--- src/rtl/ckm_pkg.sv ---
package ckm_pkg;
  typedef enum logic [1:0] {
    MODE_FREE = 2'b00,
    MODE_NORM = 2'b01,
    MODE_HOLD = 2'b10,
    MODE_AUTO = 2'b11
  } ckm_mode_e;

  localparam logic [1:0] CMD_FREE = 2'b00;
  localparam logic [1:0] CMD_HOLD = 2'b10;

  function automatic logic is_holdover(input ckm_mode_e m);
    return (m == MODE_HOLD) || (m == MODE_AUTO);
  endfunction
endpackage

--- src/rtl/ckm_mode_fsm.sv ---
module ckm_mode_fsm
  import ckm_pkg::*;
(
  input  logic       clk,
  input  logic       rst_n,
  input  logic [1:0] mode_cmd,
  input  logic       sel_hold,
  output ckm_mode_e  mode_q,
  output logic       enter_hold
);
  ckm_mode_e mode_nxt;

  always_comb begin
    case (mode_cmd)
      CMD_FREE: mode_nxt = MODE_FREE;
      CMD_HOLD: mode_nxt = MODE_HOLD;
      default:  mode_nxt = sel_hold ? MODE_AUTO : MODE_NORM;
    endcase
  end

  assign enter_hold = (mode_q == MODE_NORM) && is_holdover(mode_nxt);

  always_ff @(posedge clk or negedge rst_n) begin
    if (!rst_n) mode_q <= MODE_FREE;
    else        mode_q <= mode_nxt;
  end
endmodule

--- src/rtl/ckm_phase_sel.sv ---
module ckm_phase_sel #(
  parameter int W    = 16,
  parameter int NMON = 2
) (
  input  logic                 clk,
  input  logic                 rst_n,
  input  logic [NMON-1:0][W-1:0] mon_word,
  input  logic [NMON-1:0]      mon_valid,
  input  logic [NMON-1:0]      mon_hold,
  input  logic [$clog2(NMON)-1:0] sel_req,
  input  logic                 fwd_en,
  output logic                 sel_hold,
  output logic [W-1:0]         word_q,
  output logic                 valid_q
);
  localparam int SW = $clog2(NMON);

  logic [SW-1:0] sel_q;
  logic [SW-1:0] sel_nxt;
  logic          fire;

  assign sel_nxt  = mon_valid[sel_req] ? sel_req : sel_q;
  assign fire     = fwd_en && mon_valid[sel_nxt];
  assign sel_hold = mon_hold[sel_q];

  always_ff @(posedge clk or negedge rst_n) begin
    if (!rst_n) begin
      sel_q   <= '0;
      word_q  <= '0;
      valid_q <= 1'b0;
    end else begin
      sel_q   <= sel_nxt;
      valid_q <= fire;
      if (fire) word_q <= mon_word[sel_nxt];
    end
  end
endmodule

--- src/rtl/ckm_hist_avg.sv ---
module ckm_hist_avg #(
  parameter int CW    = 16,
  parameter int LOG_N = 3
) (
  input  logic                 clk,
  input  logic                 rst_n,
  input  logic                 accept,
  input  logic signed [CW-1:0] corr_in,
  input  logic                 freeze,
  output logic signed [CW-1:0] last_q,
  output logic signed [CW-1:0] hold_q
);
  localparam int N  = 1 << LOG_N;
  localparam int SW = CW + LOG_N;

  logic signed [CW-1:0] ring_q [N];
  logic [LOG_N-1:0]     ptr_q;
  logic signed [SW-1:0] sum_q;
  logic signed [CW-1:0] avg;

  assign avg = sum_q[SW-1:LOG_N];

  always_ff @(posedge clk or negedge rst_n) begin
    if (!rst_n) begin
      for (int i = 0; i < N; i++) ring_q[i] <= '0;
      ptr_q  <= '0;
      sum_q  <= '0;
      last_q <= '0;
    end else if (accept) begin
      ring_q[ptr_q] <= corr_in;
      ptr_q         <= ptr_q + LOG_N'(1);
      sum_q         <= sum_q + SW'(corr_in) - SW'(ring_q[ptr_q]);
      last_q        <= corr_in;
    end
  end

  always_ff @(posedge clk or negedge rst_n) begin
    if (!rst_n)      hold_q <= '0;
    else if (freeze) hold_q <= avg;
  end
endmodule

--- src/rtl/clk_mode_ctrl.sv ---
module clk_mode_ctrl
  import ckm_pkg::*;
#(
  parameter int W     = 16,
  parameter int CW    = 16,
  parameter int LOG_N = 3
) (
  input  logic                 clk,
  input  logic                 rst_n,
  input  logic [W-1:0]         pri_phase,
  input  logic                 pri_valid,
  input  logic                 pri_hold,
  input  logic [W-1:0]         sec_phase,
  input  logic                 sec_valid,
  input  logic                 sec_hold,
  input  logic                 ref_sel,
  input  logic [1:0]           mode_cmd,
  input  logic signed [CW-1:0] corr_in,
  input  logic                 corr_valid,
  output logic [1:0]           mode_o,
  output logic [W-1:0]         phase_o,
  output logic                 phase_valid_o,
  output logic signed [CW-1:0] corr_o
);
  localparam int NMON = 2;

  ckm_mode_e              mode_q;
  logic                   enter_hold;
  logic                   sel_hold;
  logic [NMON-1:0][W-1:0] mon_word;
  logic [NMON-1:0]        mon_valid;
  logic [NMON-1:0]        mon_hold;
  logic signed [CW-1:0]   last_corr;
  logic signed [CW-1:0]   hold_corr;

  assign mon_word  = {sec_phase, pri_phase};
  assign mon_valid = {sec_valid, pri_valid};
  assign mon_hold  = {sec_hold, pri_hold};

  ckm_mode_fsm u_fsm (
    .clk        (clk),
    .rst_n      (rst_n),
    .mode_cmd   (mode_cmd),
    .sel_hold   (sel_hold),
    .mode_q     (mode_q),
    .enter_hold (enter_hold)
  );

  ckm_phase_sel #(.W(W), .NMON(NMON)) u_sel (
    .clk       (clk),
    .rst_n     (rst_n),
    .mon_word  (mon_word),
    .mon_valid (mon_valid),
    .mon_hold  (mon_hold),
    .sel_req   (ref_sel),
    .fwd_en    (mode_q == MODE_NORM),
    .sel_hold  (sel_hold),
    .word_q    (phase_o),
    .valid_q   (phase_valid_o)
  );

  ckm_hist_avg #(.CW(CW), .LOG_N(LOG_N)) u_hist (
    .clk     (clk),
    .rst_n   (rst_n),
    .accept  (corr_valid && (mode_q == MODE_NORM)),
    .corr_in (corr_in),
    .freeze  (enter_hold),
    .last_q  (last_corr),
    .hold_q  (hold_corr)
  );

  assign mode_o = mode_q;

  always_comb begin
    case (mode_q)
      MODE_FREE: corr_o = '0;
      MODE_NORM: corr_o = last_corr;
      default:   corr_o = hold_corr;
    endcase
  end
endmodule

--- config.mk ---
export PLATFORM = sky130hd
export DESIGN_NAME = clk_mode_ctrl
export DESIGN_NICKNAME = d
export VERILOG_FILES = /design/src/rtl/ckm_pkg.sv /design/src/rtl/ckm_mode_fsm.sv /design/src/rtl/ckm_phase_sel.sv /design/src/rtl/ckm_hist_avg.sv /design/src/rtl/clk_mode_ctrl.sv
export SDC_FILE = /design/constraint.sdc
export NUM_CORES = 1
export LEC_CHECK = 0
export ABC_AREA = 1
export BUFFER_PORTS_ARGS = -buffer_cell sky130_fd_sc_hd__buf_2
export CORE_MARGIN = 2
export CORE_UTILIZATION = 40
export CTS_CLUSTER_DIAMETER = 40
export DETAILED_ROUTE_END_ITERATION = 10
export PLACE_DENSITY = 0.6
export SLEW_MARGIN = 0
export SYNTH_ARGS = -nofsm -noshare
export SYNTH_HDL_FRONTEND = slang
export SYNTH_HIERARCHICAL = 1
export SYNTH_SLANG_ARGS = --single-unit
--- constraint.sdc ---
create_clock -name clk -period 2.7 [get_ports clk]
set_input_delay 0.54 -clock clk [delete_from_list [all_inputs] [get_ports clk]]
set_output_delay 0.54 -clock clk [all_outputs]
set_load 0.1 [all_outputs]
==> summary.txt <==
Synth
  – Top post-synthesis cells by area: dfrtp_1 48%, nand2_1 13%, o21ai_0 9.7%, inv_1 4.3%, fa_1 3.4%
  – Net Count, Synth: 1,362
  – Synth async-reset ratio: 1.000
  – Largest family of logic cells by synthesized area: simple AND/OR/NAND/NOR gates
  – XOR/XNOR share of the synthesized area: 0.008358
  – Synth Warn #: 6
  – Compound-cell area share of the yosys netlist: 0.1549
  – EDFF count, synth: 0
  – Area share of and/or/nand/nor cells after synthesis: 0.2113
  – Multiplexer area fraction after synthesis: 0.005373
  – Seq cells post-synth: 202
  – Netlist cell types: 39
  – Dominant synthesized flop cell: dfrtp_1
  – Biggest area consumer among synthesized cells: dfrtp_1
  – Synthesized instance count: 1,265
  – Seq/Total Area, Yosys: 0.4824
  – Most frequent cell after synthesis: nand2_1
  – Syn Std Cell Area: 10,480 sq um
  – Mapped Avg Cell Area: 8.284 sq um
  – Share of Yosys cell area claimed by the top area cell type: 0.4824
  – Synth Area in Adders: 0.05946
  – Post-synth top cells: 372 x nand2_1, 203 x o21ai_0, 202 x dfrtp_1

Job
  – Max-cap violations: 0

CTS
  – Clock sink count: 202
  – Clock tree buffer depth: 3
  – H-tree levels: 2
  – Clk Latency, worst-skew pair: 0.52 ns
  – Root Driver: clkbuf_16
  – Clk pin slew, worst setup/hold paths: 0.06 ns
  – Num CTS Buffers: 35
  – CTS tree: done

Setup path
  – Flop2flop setup slack: -0.32 ns
  – Critical-path top delay cell: fa_1
  – Crit path launch: u_hist/ptr_q[0]
  – Cells along the critical path: inv_4, buf_12, buf_6, o21a_1, o21ai_1, o2111ai_2, fa_1, inv_2, fa_2, nand3_2, nand3_2, nand3_2, nand2_4, nand2_2, nand3b_1, nand3_2, nand2_1
  – Kind of critical path: reg -> reg
  – Crit. End Element: flip-flop
  – Delay-heaviest family, CP: adder cells
  – Reg-to-reg endpoint: u_hist/sum_q[12]
  – Worst path bufs/invs: 4
  – Cell mode on critical path: nand3_2
  – CP Max Fanout: 14
  – Arrival time at the worst endpoint: 3.41 ns
  – Launch point of the worst reg-to-reg path: u_hist/ptr_q[0]
  – CP Launch Type: flip-flop
  – Worst r2r path cells: 17
  – Worst endpoint required time: 3.09 ns
  – Worst path max stage delay: 0.52 ns

Finish
  – Finished Layout Cells: 1,805
  – Core Util, Final: 0.5448
  – Ant. Diodes: 0
  – Share of layout cells above drive strength 1: 0.3088
  – Fillers: 2,366
  – Syn-to-layout area delta: 34.71%
  – Layout Nets: 1,541

Worst hold path
  – Worst hold path class: in -> async

Drt
  – Drt via density: 5.121
  – Via count: 9,244
  – Routed length per instance: 17.70 microns
  – # DRC: 0
  – TritonRoute pass-1 iters: 5
  – Post-DRT Antenna Nets: 0
  – Initial DRC count: 593
  – Overall routed net length: 31,950 microns

Timing
  – Final worst path period share: 1.120
  – Period minus WS final: 3.024 ns
  – Unrepaired setup endpoints after global routing: true
  – Fmax: 0.3307 GHz
  – Final setup viols: 16
  – Final Hold Viols: 0
  – Slew headroom: 0.5189
  – Final worst slack: -0.3239 ns
  – Worst Hold Slack: 0.06342 ns
  – Final clock skew: 0.02398 ns
  – Slew of the pin with the lowest slew margin: 0.7191 ns
  – Pins Over Slew Limit: 0

Global routing
  – Global-route wire length before repair: 49,800 microns
  – Total gr overflow: 0
  – Vias in the first global route: 8,986
  – Pin count of the biggest net entering global routing: 77
  – Tot GR Track Use: 0.2294
  – Antenna violations before repair: 0

Place
  – IO Port Bufs: 92
  – # placed instances: 1,721
  – Routability cong.: 0.8823
  – Detailed placement HPWL: 21,130 microns

Status
  – Failing checks: setup timing
  – Status: finished with violations

Die
  – Die height: 165.9 microns
  – Placement Rows: 59
  – Placeable Area: 25,910 sq um
  – # IOs: 93
  – DIE WIDTH: 165.9 microns
  – Initial core utilization: 0.4044
  – Die area: 27,510 sq um
==> placed cells by master (no fill, tap or decap), drive strengths merged, types with 12 or more instances in the layout <==
cell    Yosys  layout
nand2     380     380
buf        30     206
o21ai     204     204
dfrtp     202     202
inv       123     128
nand3      75      75
nor2       61      61
clkbuf     36      46
a21oi      31      31
o21a       25      25
ha         21      21
fa         18      18
o211ai     12      12
==> worst reg2reg max path, delay by kind of cell (launching register included) <==
| family | cells | cell delay (ns) |
|---|---|---|
| AO/OA/AOI/OAI | 3 | 0.42 |
| buffers and inverters | 4 | 0.44 |
| AND/OR/NAND/NOR | 8 | 0.67 |
| flip-flops | 1 | 0.46 |
| adder cells (fa/ha/maj) | 2 | 0.92 |
==> timing repair <==
item                                    in CTS  in global routing
buffers inserted                            16                  4
endpoints found under the setup margin      17                 18
gates resized for setup                    112                112
pin swaps                                   37                 47
hold buffers                                 0                  0
cloned                                       1                  1
==> kinds of logic after synthesis <==
kind of cell    after synthesis
mux                           5
xor+xnor                     10
flops                       202
fa+ha+maj                    39
simple gates                526
buf+inv                     189
compound gates              294
==> routing by layer <==
| layer | GRT usage | wire length, microns | vias up |
|---|---|---|---|
| met5 | 0 | 0 | - |
| met4 | 0.07108 | 898 | 0 |
| met3 | 0.03742 | 1596 | 56 |
| met2 | 0.3556 | 14510 | 257 |
| met1 | 0.3317 | 14950 | 4442 |
| li1 | - | - | 4489 |
==> per-stage QoR <==
stage / cell area [sq um] / setup TNS [ns] / worst slack (ns)
after detailed placement: 11950 / -4.713 / -0.4133
final: 14120 / -3.670 / -0.3239
after global placement: 11950 / -4.291 / -0.4343
after floorplan: 10620 / -0.01502 / -0.007722
after CTS: 13740 / -3.466 / -0.2499
after global routing: 14120 / -6.026 / -0.4642
==> cell type report <==
cell class,instances,area [sq um],area share
Multi-Input combinational cell,874,5389,0.3818
Timing Repair Buffer,208,1559,0.1104
Clock buffer,44,980.9,0.06949
Inverter,123,476.7,0.03377
Sequential cell,202,5059,0.3584
Tap cell,335,419.2,0.02969
Clock inverter,19,232.7,0.01649
==> sequential cells by signal, summed over array words and instances, names as in the netlist <==
register and flops:
u_hist/ring_q 128, u_hist/sum_q 19, u_hist/hold_q 16, u_hist/last_q 16, u_sel/word_q 16, u_hist/ptr_q 3, u_fsm/mode_q 2, u_sel/sel_q 1
u_sel/valid_q 1
==> worst max-delay path by stage <==
stage / cells past startpoint / to / slack [ns]
global route: 17 / u_hist/sum_q[16] / -0.46
detailed placement: 16 / u_hist/sum_q[15] / -0.41
finish: 17 / u_hist/sum_q[12] / -0.32
floorplan: 15 / u_hist/sum_q[16] / -0.008
global placement: 16 / u_hist/sum_q[17] / -0.43
CTS: 20 / u_hist/sum_q[6] / -0.25
Power is not shown: default switching activity piles up to over one toggle a cycle in this logic, so the estimate is an artifact.
